--- config.mk ---
export PLATFORM = sky130hd
export DESIGN_NAME = flash_wprot_unit
export DESIGN_NICKNAME = d
export VERILOG_FILES = /design/src/rtl/flash_wp_pkg.sv /design/src/rtl/wp_region_decode.sv /design/src/rtl/wp_gate.sv /design/src/rtl/wp_status_regs.sv /design/src/rtl/flash_wprot_unit.sv
export SDC_FILE = /design/constraint.sdc
export NUM_CORES = 1
export LEC_CHECK = 0
export ABC_AREA = 1
export BUFFER_PORTS_ARGS = -buffer_cell sky130_fd_sc_hd__buf_2
export CORE_MARGIN = 4
export CORE_UTILIZATION = 39
export CTS_CLUSTER_SIZE = 12
export DETAILED_ROUTE_END_ITERATION = 16
export PLACE_DENSITY = 0.83
export SLEW_MARGIN = 20
export SYNTH_ARGS = -nofsm -noshare
export SYNTH_HDL_FRONTEND = slang
export SYNTH_HIERARCHICAL = 1
export SYNTH_SLANG_ARGS = --single-unit
--- constraint.sdc ---
create_clock -name clk -period 3.1 [get_ports clk]
set_input_delay 0 -clock clk [delete_from_list [all_inputs] [get_ports clk]]
set_output_delay 0 -clock clk [all_outputs]
set_load 0.005 [all_outputs]
--- src/rtl/flash_wp_pkg.sv ---
package flash_wp_pkg;
  typedef enum logic [2:0] {
    OP_WREN = 3'd0,
    OP_WRDI = 3'd1,
    OP_PP   = 3'd2,
    OP_SE   = 3'd3,
    OP_BE   = 3'd4,
    OP_WRSR = 3'd5,
    OP_READ = 3'd6,
    OP_IDLE = 3'd7
  } wp_op_e;

  localparam int BP_W = 3;
endpackage

--- src/rtl/wp_region_decode.sv ---
// Maps the protect code to the lowest sector index that is read-only.
// A result equal to NUM_SEC means nothing is protected.
module wp_region_decode #(
  parameter int SEC_W = 4
) (
  input  logic [2:0]     bp,
  output logic [SEC_W:0] lo_sec
);
  localparam int NUM_SEC = 1 << SEC_W;

  logic [SEC_W:0] tbl [8];

  genvar g;
  generate
    for (g = 0; g < 8; g++) begin : g_code
      if (g == 0) begin : g_none
        assign tbl[g] = (SEC_W + 1)'(NUM_SEC);
      end else if (g <= 4) begin : g_frac
        // code g protects the top NUM_SEC >> (5 - g) sectors
        assign tbl[g] = (SEC_W + 1)'(NUM_SEC - (NUM_SEC >> (5 - g)));
      end else begin : g_all
        assign tbl[g] = '0;
      end
    end
  endgenerate

  assign lo_sec = tbl[bp];
endmodule

--- src/rtl/wp_gate.sv ---
// Decides permit/reject for one request and registers the answer pulses.
module wp_gate
  import flash_wp_pkg::*;
#(
  parameter int ADDR_W = 20,
  parameter int SEC_W  = 4,
  parameter int CNT_W  = 16
) (
  input  logic              clk,
  input  logic              rst_n,
  input  logic              cmd_valid,
  input  wp_op_e            op,
  input  logic [ADDR_W-1:0] addr,
  input  logic [CNT_W-1:0]  clks,
  input  logic              wp_n,
  input  logic              wel,
  input  logic [BP_W-1:0]   bp,
  input  logic              srwd,
  input  logic [SEC_W:0]    lo_sec,
  output logic              grant,
  output logic              permit,
  output logic              reject
);
  logic [SEC_W-1:0] sector;
  logic             is_mod;
  logic             cnt_ok;
  logic             in_region;
  logic             blocked;
  logic             deny;

  assign sector    = addr[ADDR_W-1 -: SEC_W];
  assign in_region = {1'b0, sector} >= lo_sec;
  assign cnt_ok    = (clks != '0) && (clks[2:0] == 3'd0);

  always_comb begin
    is_mod  = 1'b0;
    blocked = 1'b0;
    unique case (op)
      OP_PP, OP_SE: begin
        is_mod  = 1'b1;
        blocked = in_region;
      end
      OP_BE: begin
        is_mod  = 1'b1;
        blocked = (bp != '0);
      end
      OP_WRSR: begin
        is_mod  = 1'b1;
        blocked = srwd && !wp_n;
      end
      default: begin
        is_mod  = 1'b0;
        blocked = 1'b0;
      end
    endcase
  end

  assign grant = cmd_valid && is_mod && wel && cnt_ok && !blocked;
  assign deny  = cmd_valid && is_mod && !grant;

  always_ff @(posedge clk) begin
    if (!rst_n) begin
      permit <= 1'b0;
      reject <= 1'b0;
    end else begin
      permit <= grant;
      reject <= deny;
    end
  end
endmodule

--- src/rtl/wp_status_regs.sv ---
// Write-enable latch, protect code and status-lock bit.
module wp_status_regs
  import flash_wp_pkg::*;
(
  input  logic            clk,
  input  logic            rst_n,
  input  logic            cmd_valid,
  input  wp_op_e          op,
  input  logic [7:0]      data,
  input  logic            grant,
  input  logic            op_done,
  output logic            wel,
  output logic [BP_W-1:0] bp,
  output logic            srwd
);
  logic set_wel;
  logic clr_wel;

  assign set_wel = cmd_valid && (op == OP_WREN);
  assign clr_wel = (cmd_valid && (op == OP_WRDI)) || op_done;

  always_ff @(posedge clk) begin
    if (!rst_n) begin
      wel  <= 1'b0;
      bp   <= '0;
      srwd <= 1'b0;
    end else begin
      if (set_wel)      wel <= 1'b1;
      else if (clr_wel) wel <= 1'b0;
      if (grant && (op == OP_WRSR)) begin
        bp   <= data[4:2];
        srwd <= data[7];
      end
    end
  end
endmodule

--- src/rtl/flash_wprot_unit.sv ---
module flash_wprot_unit
  import flash_wp_pkg::*;
#(
  parameter int ADDR_W = 20,
  parameter int SEC_W  = 4,
  parameter int CNT_W  = 16
) (
  input  logic              clk,
  input  logic              rst_n,
  input  logic              cmd_valid,
  input  logic [2:0]        cmd_op,
  input  logic [ADDR_W-1:0] cmd_addr,
  input  logic [CNT_W-1:0]  cmd_clks,
  input  logic [7:0]        cmd_data,
  input  logic              wp_n,
  input  logic              op_done,
  output logic              permit,
  output logic              reject,
  output logic              wel,
  output logic [2:0]        bp,
  output logic              srwd
);
  wp_op_e         op;
  logic [SEC_W:0] lo_sec;
  logic           grant;

  assign op = wp_op_e'(cmd_op);

  wp_region_decode #(.SEC_W(SEC_W)) u_region (
    .bp     (bp),
    .lo_sec (lo_sec)
  );

  wp_gate #(.ADDR_W(ADDR_W), .SEC_W(SEC_W), .CNT_W(CNT_W)) u_gate (
    .clk       (clk),
    .rst_n     (rst_n),
    .cmd_valid (cmd_valid),
    .op        (op),
    .addr      (cmd_addr),
    .clks      (cmd_clks),
    .wp_n      (wp_n),
    .wel       (wel),
    .bp        (bp),
    .srwd      (srwd),
    .lo_sec    (lo_sec),
    .grant     (grant),
    .permit    (permit),
    .reject    (reject)
  );

  wp_status_regs u_regs (
    .clk       (clk),
    .rst_n     (rst_n),
    .cmd_valid (cmd_valid),
    .op        (op),
    .data      (cmd_data),
    .grant     (grant),
    .op_done   (op_done),
    .wel       (wel),
    .bp        (bp),
    .srwd      (srwd)
  );
endmodule

==> results.py, run 1 <==
metrics = {
    "sta": {
        "finalWorstSetupSlack_ns": 0.9067,
        "setup_tns_ns": 0,
        "maxSlewViolCount": 0,
        "slew_headroom": 0.8291,
        "finalCriticalPeriod_ns": 2.193,
        "worst_pin_slew_ns": 0.2560,
        "fmax_mhz": 455.9,
        "finalSetupViolCount": 0,
        "min_period_over_period": 0.7075,
        "skew_ns": 0.007224,
        "hold_violations": 0,
        "rsz0062_at_grt": "no",
    },
    "floorplanning": {
        "initial_utilization": 0.4222,
        "coreArea_mm2": 0.001559,
        "die-area_mm2": 0.002409,
        "fp.dieW_um": 49.08,
        "die_y_um": 49.08,
        "ioPinCount": 59,
        "placementRows": 14,
    },
    "clocking": {
        "path_clk_slew_ns": 0.06,
        "insertion_delay_ns": 0.25,
        "htree_levels": 1,
        "cts_buffers": 3,
        "ctsResizeCount": 0,
        "clock-root-buffer": "clkbuf_4",
        "cts_buffer_depth": 2,
        "post-cts-setup-buffer-count": 0,
        "cts.sinks": 7,
        "tritoncts": "yes",
        "hold_buffers": 0,
    },
    "detailed_routing": {
        "detail-route-antenna-nets": 0,
        "viasPerCell": 4.343,
        "drtPass1Iterations": 4,
        "vias": 747,
        "finalWirelength_um": 1501,
        "drt_iter0_drc": 13,
        "route.detailed.drc": 0,
        "avgRoutedWirePerCell_um": 8.727,
    },
    "logic_synthesis": {
        "synth_cells": 114,
        "ys_top_cells_by_area": "dfxtp_1 (21%), inv_1 (17%), ha_1 (15%)",
        "synth-seq-cells": 7,
        "synth_top_cell_by_area": "dfxtp_1",
        "ys_warn_count": 6,
        "syn-num-nets": 174,
        "synth_area_per_cell_um2": 5.773,
        "seq_area_frac_synth": 0.2129,
        "netlist_area_um2": 658.1,
        "synth_top_area_share": 0.2129,
        "synth.distinct_cells": 13,
    },
    "worst_setup_path": {
        "critPathCaptureType": "flip-flop",
        "endpoint": "u_regs/bp[0]",
        "r2r_start": "u_regs/bp[0]",
        "crit_type": "reg2reg",
        "worstPathArrival_ns": 2.33,
        "crit_slowest_cell": "dfxtp_1",
        "crit_chain": "inv_1 -> ha_1 -> inv_1 -> nor2_1 -> inv_1 -> ha_1 -> nand2_1 -> inv_1 -> nand2_1 -> nand2_1 -> nand2_1 -> nand2_1 -> nand2_1 -> nand2_2 -> inv_1 -> nand2_2 -> inv_1 -> nand3_1 -> nand2_1 -> nor2_1",
        "r2r_cells": 20,
        "reg2reg_slack_ns": 0.91,
        "path_max_fanout": 5,
        "cp.required_ns": 3.24,
        "crit_start": "u_regs/bp[0]",
        "cpPeakStageDelay_ns": 0.38,
        "reg2reg_to": "u_regs/bp[0]",
        "cpMostUsedCell": "nand2_1",
        "start_kind": "flip-flop",
    },
    "worst_hold_path": {
        "hold_path_class": "in2reg",
    },
    "job": {
        "maxCapViolations": 0,
    },
    "cells_and_area": {
        "multi_input_area_um2": 401.6,
        "regArea_um2": 140.1,
        "drive_gt1_frac": 0.3141,
        "synthToLayoutAreaGrowth_pct": 35.93,
        "final_nets": 217,
        "final_cells": 172,
        "fill_cells": 164,
        "diodes": 0,
    },
    "power": {
        "p_per_area_mw_per_mm2": 246.0,
        "p_leak_nw": 0.5466,
        "power_uw": 220.1,
        "ir_worst_vdd_v": 0.0002924,
    },
    "grt": {
        "grt_pass1_vias": 607,
        "overflow": 0,
        "grt_pass1_wl_um": 2401,
        "gr-usage-all-layers": 0.1252,
        "grt_start_max_net_pins": 10,
        "antenna_found_initial": 0,
    },
    "placement": {
        "portBuffers": 38,
        "place_inst": 168,
        "dpl_worst_slack_ns": 0.9089,
        "dpl.hpwl_um": 1331,
        "gp_congestion": 0.7959,
    },
    "run_status": {
        "outcome": "completed",
    },
}
registers in the layout, summed over array words and instances (netlist names):
name	flops
u_gate/permit	1
u_regs/wel	1
u_gate/reject	1
u_regs/srwd	1
u_regs/bp	3
critical path, delay by kind of cell, from the launching register on:
family / cells / cell delay, ns
flip-flops: 1 / 0.38
buffers and inverters: 6 / 0.39
AND/OR/NAND/NOR: 12 / 0.75
adder cells (fa/ha/maj): 2 / 0.56
per-layer routing:
layer,global-route usage,part of all wire,routed length [um]
met5,0,0,0
met4,0.05687,0,0
met3,0.04281,0.071,106
met2,0.2121,0.48,726
met1,0.1392,0.45,668
final cells by class:
cell class / instances / area share
Timing Repair Buffer: 38 / 0.2126
Sequential cell: 7 / 0.1566
Tap cell: 16 / 0.02238
Clock buffer: 4 / 0.02937
Inverter: 31 / 0.1301
Multi-Input combinational cell: 76 / 0.4490
cell usage in the layout, fill, tap and decap left out, drive strengths merged:
cell / synthesis / final
buf: 0 / 38
inv: 31 / 31
o21ai: 2 / 2
nand2: 23 / 23
nor3: 1 / 1
a21oi: 3 / 3
nand3: 9 / 9
clkbuf: 0 / 4
ha: 8 / 8
nor2: 30 / 30
dfxtp: 7 / 7
power by group:
part           switching [mW]  internal [mW]  total, mW
registers            0.000540         0.0913     0.0918
clock network          0.0329         0.0491     0.0820
logic                  0.0226         0.0237     0.0463
total                  0.0560          0.164      0.220
cell families after synthesis:
group / count (synthesis) / share of synthesized area
compound gates: 5 / 0.03802
fa+ha+maj: 8 / 0.1521
buf+inv: 31 / 0.1768
flops: 7 / 0.2129
simple gates: 63 / 0.4201
Yosys cell counts (all sizes together):
cell type and n:
nor3 1, nand2 23, inv 31, a21oi 3
ha 8, dfxtp 7, nor2 30, nand3 9
o21ai 2
through the flow:
step                      instance area (um2)    util  hold slack (ns)
final                                   894.6  0.5738          0.02429
after global routing                    894.6  0.5738          0.03347
after CTS                               894.6  0.5738          0.01755
after detailed placement                868.3  0.5570           0.2846
after global placement                  868.3  0.5570           0.2876
after floorplan                         658.1       -           0.1207
worst min path at each step:
stage | start | to | slack [ns] | cells past startpoint
floorplan | rst_n | u_regs/wel | 0.12 | 2
global placement | cmd_valid | u_gate/reject | 0.29 | 3
detailed placement | cmd_valid | u_gate/reject | 0.28 | 3
CTS | cmd_valid | u_gate/reject | 0.02 | 3
global route | rst_n | u_gate/permit | 0.03 | 3
finish | cmd_valid | u_gate/reject | 0.02 | 3
No activity file was read; power rests on OpenSTA's default activity.
==> run 2: changes to the inputs <==
--- a/config.mk
+++ b/config.mk
@@ -8,10 +8,10 @@
 export ABC_AREA = 1
 export BUFFER_PORTS_ARGS = -buffer_cell sky130_fd_sc_hd__buf_2
 export CORE_MARGIN = 4
-export CORE_UTILIZATION = 39
+export CORE_UTILIZATION = 36
 export CTS_CLUSTER_SIZE = 12
 export DETAILED_ROUTE_END_ITERATION = 16
-export PLACE_DENSITY = 0.83
+export PLACE_DENSITY = 0.78
 export SLEW_MARGIN = 20
 export SYNTH_ARGS = -nofsm -noshare
 export SYNTH_HDL_FRONTEND = slang
==> constraint.sdc (replaced) <==
create_clock -name clk -period 2.05 [get_ports clk]
set_input_delay 0 -clock clk [delete_from_list [all_inputs] [get_ports clk]]
set_output_delay 0 -clock clk [all_outputs]
set_load 0.005 [all_outputs]
==> run 2 against run 1 <==
Net effect: worst setup slack worse by 0.86 ns; worst hold slack improved by 0.0053 ns; final cell count increased by 7.6%; clock-buffer cell count unchanged; combinational power rose by 58%; via count increased by 5.9%; first-iteration DRC count is 46% higher; cell area increased by 8.8%; critical endpoint unchanged; largest power group unchanged.
==> results.py, run 2 (synthesis gave the netlist of run 1 again) <==
metrics = {
    "grt": {
        "antenna_found_initial": 0,
        "use_met2": 0.2609,
        "overflow": 0,
        "gr-usage-all-layers": 0.1441,
        "use_met1": 0.1459,
        "grt_pass1_wl_um": 2808,
        "top_usage_layer": "met2",
        "grt_pass1_vias": 759,
        "grt_start_max_net_pins": 10,
        "gr-usage-met3": 0.03264,
    },
    "detailed_routing": {
        "detail-route-antenna-nets": 0,
        "drtPass1Iterations": 4,
        "viasPerCell": 4.276,
        "finalWirelength_um": 1685,
        "avgRoutedWirePerCell_um": 9.108,
        "route.detailed.drc": 0,
        "vias": 791,
        "drt_iter0_drc": 19,
    },
    "floorplanning": {
        "ioPinCount": 59,
        "initial_utilization": 0.3812,
        "placementRows": 15,
        "coreArea_mm2": 0.001727,
        "die_y_um": 50.76,
        "fp.dieW_um": 50.76,
        "die-area_mm2": 0.002576,
    },
    "power": {
        "p_leak_nw": 0.5743,
        "internal_power_uw": 249.1,
        "power_uw": 338.9,
        "p_clk_frac": 0.374,
        "power.switching_uw": 89.83,
        "pwr-share-comb": 0.216,
        "ir_worst_vdd_v": 0.0002588,
        "seq_power_share": 0.410,
        "p_per_area_mw_per_mm2": 348.1,
        "switching_share": 0.2651,
    },
    "cells_and_area": {
        "drive_gt1_frac": 0.4000,
        "synthToLayoutAreaGrowth_pct": 47.91,
        "diodes": 0,
        "final_cells": 185,
        "largest_reg_flops": 3,
        "final_nets": 221,
        "final_common_cell": "buf_2",
        "layout_common_cells": "buf_2 (38), nor2_1 (26), inv_1 (25), nand2_1 (19)",
        "fill_cells": 181,
        "top_register": "u_regs/bp",
        "final_area_um2": 973.4,
        "final_util": 0.5638,
    },
    "clocking": {
        "cts_buffer_depth": 2,
        "cts_buffers": 3,
        "clock-root-buffer": "clkbuf_4",
        "htree_levels": 1,
        "path_clk_slew_ns": 0.06,
        "cts.sinks": 7,
        "tritoncts": "yes",
        "insertion_delay_ns": 0.25,
    },
    "worst_setup_path": {
        "crit_type": "reg2reg",
        "cp.required_ns": 2.19,
        "r2r_cells": 20,
        "path_max_fanout": 4,
        "worstPathArrival_ns": 2.14,
        "critPathCaptureType": "flip-flop",
        "start_kind": "flip-flop",
    },
    "worst_hold_path": {
        "min_path_cells": 3,
        "hold_path_class": "in2reg",
    },
    "placement": {
        "place_inst": 179,
        "gp_congestion": 0.7635,
        "dpl_cell_area_um2": 894.6,
        "portBuffers": 38,
        "dpl_worst_slack_ns": -0.07973,
        "dpl.hpwl_um": 1411,
    },
    "job": {
        "maxCapViolations": 0,
    },
    "sta": {
        "maxSlewViolCount": 0,
        "skew_ns": 0.01001,
        "finalCriticalPeriod_ns": 2.005,
        "rsz0062_at_grt": "yes",
        "whs_ns": 0.02961,
        "finalSetupViolCount": 0,
        "setup_tns_ns": 0,
        "slew_headroom": 0.8085,
        "fmax_mhz": 498.7,
        "min_period_over_period": 0.9781,
        "hold_violations": 0,
        "finalWorstSetupSlack_ns": 0.04488,
        "worst_pin_slew_ns": 0.2869,
    },
    "run_status": {
        "outcome": "completed",
    },
}
## run 2: timing repair
item,CTS,global route
hold buffers,0,0
setup endpoints to repair,4,4
pin swaps,2,8
buffers inserted,0,2
gates resized for setup,8,6
## run 2: routing by layer
layer / up-vias / wire length (um)
met5: - / 0
met4: 0 / 22
met3: 2 / 126
met2: 35 / 872
met1: 329 / 664
li1: 425 / -
## run 2: power groups by stage
| stage | Sequential, mW | Combinational (mW) | Clock [mW] |
|---|---|---|---|
| final | 0.139 | 0.0733 | 0.127 |
| after detailed placement | 0.142 | 0.0715 | 0 |
| after global placement | 0.142 | 0.0668 | 0 |
| after global routing | 0.139 | 0.0850 | 0.142 |
| after floorplan | 0.142 | 0.0294 | 0 |
| after CTS | 0.139 | 0.0725 | 0.133 |
## run 2: worst paths after layout
check,from,to,slack (ns)
worst max-delay path,u_regs/bp[1],u_regs/bp[0],0.04
worst min-delay path,cmd_valid,u_gate/reject,0.03
worst max register to register,u_regs/bp[1],u_regs/bp[0],0.04
worst min register to register,u_regs/srwd,u_regs/srwd,0.51
## run 2: worst max-delay path, cell delays in order, from the launching register on
cell and delay, ns:
dfxtp_2 0.34, inv_4 0.05, ha_4 0.25, inv_2 0.02, nor2_1 0.07, inv_1 0.05, ha_1 0.27, nand2_1 0.07
inv_1 0.04, nand2_1 0.05, nand2_1 0.05, nand2_1 0.07, nand2_1 0.06, nand2_2 0.08, nand2_2 0.06, inv_2 0.06
nand2_4 0.06, inv_4 0.07, nand3_2 0.07, nand2_1 0.06, nor2_1 0.04
## run 2: cell type report
class                   instances  area [um2]  area share
multi-input cells              76       431.7      0.4434
repair buffers                 42       220.2      0.2262
flip-flops and latches          7       142.6      0.1465
inverters                      31       121.4      0.1247
well taps                      25       31.28     0.03213
clock buffers                   4       26.28     0.02699
==> run 3: changes to the inputs <==
==> constraint.sdc (replaced) <==
create_clock -name clk -period 2 [get_ports clk]
set_input_delay 0 -clock clk [delete_from_list [all_inputs] [get_ports clk]]
set_output_delay 0 -clock clk [all_outputs]
set_load 0.005 [all_outputs]
==> run 3 against run 2 <==
Net effect: die area did not move; clock skew increased by 0.0027 ns; clock-buffer cell count unchanged; register-to-register slack worse by 0.03 ns; fmax increased by 1.0%; critical endpoint unchanged.
==> results.py, run 3 (synthesis gave the netlist of run 1 again) <==
metrics = {
    "detailed_routing": {
        "route.detailed.drc": 0,
        "vias": 805,
        "detail-route-antenna-nets": 0,
        "drtPass1Iterations": 4,
        "finalWirelength_um": 1743,
        "drt_iter0_drc": 10,
        "avgRoutedWirePerCell_um": 9.271,
        "viasPerCell": 4.282,
    },
    "placement": {
        "gp_congestion": 0.7611,
        "dpl.hpwl_um": 1403,
        "portBuffers": 38,
        "dpl_cell_area_um2": 917.1,
        "place_inst": 182,
    },
    "floorplanning": {
        "die_y_um": 50.76,
        "ioPinCount": 59,
        "fp.dieW_um": 50.76,
        "initial_utilization": 0.3812,
        "die-area_mm2": 0.002576,
        "placementRows": 15,
        "coreArea_mm2": 0.001727,
    },
    "cells_and_area": {
        "synthToLayoutAreaGrowth_pct": 52.09,
        "layout_common_cells": "buf_2 (38), nor2_1 (26), inv_1 (25), nand2_1 (19), buf_4 (7)",
        "top_register": "u_regs/bp",
        "final_cells": 188,
        "final_common_cell": "buf_2",
        "fill_cells": 171,
        "drive_gt1_frac": 0.4233,
        "multi_input_area_um2": 439.2,
        "largest_reg_flops": 3,
        "regArea_um2": 142.6,
        "final_area_mm2": 0.001001,
        "final_nets": 224,
        "diodes": 0,
    },
    "worst_setup_path": {
        "critPathCaptureType": "flip-flop",
        "crit_type": "reg2reg",
        "worstPathArrival_ns": 2.13,
        "cp.required_ns": 2.14,
        "start_kind": "flip-flop",
        "path_max_fanout": 4,
    },
    "sta": {
        "finalCriticalPeriod_ns": 1.985,
        "min_period_over_period": 0.9925,
        "finalSetupViolCount": 0,
        "whs_ns": 0.01795,
        "skew_ns": 0.01272,
        "fmax_mhz": 503.8,
        "worst_pin_slew_ns": 0.2900,
        "setup_tns_ns": 0,
        "maxSlewViolCount": 0,
        "rsz0062_at_grt": "yes",
        "hold_violations": 0,
        "slew_headroom": 0.8064,
    },
    "clocking": {
        "cts_buffers": 3,
        "cts.sinks": 7,
        "clock-root-buffer": "clkbuf_4",
        "path_clk_slew_ns": 0.06,
        "insertion_delay_ns": 0.26,
        "htree_levels": 1,
        "tritoncts": "yes",
        "cts_buffer_depth": 2,
    },
    "grt": {
        "grt_pass1_vias": 771,
        "overflow": 0,
        "antenna_found_initial": 0,
        "gr-usage-all-layers": 0.1460,
        "grt_start_max_net_pins": 10,
        "grt_pass1_wl_um": 2849,
    },
    "job": {
        "maxCapViolations": 0,
    },
    "power": {
        "p_per_area_mw_per_mm2": 350.6,
        "power_uw": 350.9,
        "ir_worst_vdd_v": 0.0002974,
        "p_leak_nw": 0.5870,
    },
    "run_status": {
        "outcome": "completed",
    },
    "worst_hold_path": {
        "hold_path_class": "in2reg",
    },
}
[run 3: repair_timing]
| action | CTS | global route |
|---|---|---|
| hold endpoints to repair | 0 | 0 |
| gates resized for setup | 10 | 5 |
| hold buffers | 0 | 0 |
| buffers inserted | 2 | 0 |
| cloned | 0 | 0 |
| pin swaps | 8 | 5 |
| endpoints found under the setup margin | 4 | 5 |
[run 3: per-stage QoR]
stage / setup WS [ns] / util
after detailed placement: -0.08514 / 0.5312
final: 0.01500 / 0.5797
after CTS: -0.009374 / 0.5710
after global routing: -0.1659 / 0.5797
after global placement: -0.01371 / 0.5312
after floorplan: 0.004286 / -
[run 3: cell type report]
type                       instances  area share
multi-input combinational         76      0.4387
timing repair buffer              45      0.2425
sequential                         7      0.1425
inverter                          31      0.1188
tap                               25     0.03125
clock buffer                       4     0.02625
[run 3: critical path, cell delays in order (launching register included)]
cell	delay (ns)
dfxtp_2	0.34
inv_2	0.05
ha_4	0.25
inv_2	0.02
nor2_1	0.07
inv_1	0.05
ha_1	0.26
nand2_1	0.06
inv_1	0.04
nand2_1	0.06
nand2_1	0.05
nand2_1	0.05
nand2_1	0.06
nand2_2	0.07
nand2_2	0.06
inv_2	0.06
nand2_4	0.06
inv_4	0.07
nand3_2	0.07
nand2_1	0.07
nor2_1	0.05
[run 3: final timing paths]
path	start	end	slack (ns)	cells after the start
setup reg to reg	u_regs/bp[1]	u_regs/bp[0]	0.02	20
setup / recovery	u_regs/bp[1]	u_regs/bp[0]	0.02	20
hold / removal	cmd_valid	u_gate/reject	0.02	3
hold reg to reg	u_regs/srwd	u_regs/srwd	0.52	2
[run 3: routing by layer]
metal,global-route usage,routed length (um),up-vias
met5,0,0,-
met4,0.1076,30,0
met3,0.008902,108,2
met2,0.2761,908,33
met1,0.1480,696,339
li1,-,-,431
[run 3: power by group]
part	total, mW	internal, mW	switching [mW]
logic	0.0747	0.0371	0.0377
clock network	0.134	0.0765	0.0575
registers	0.142	0.141	0.000778
total	0.351	0.255	0.0960
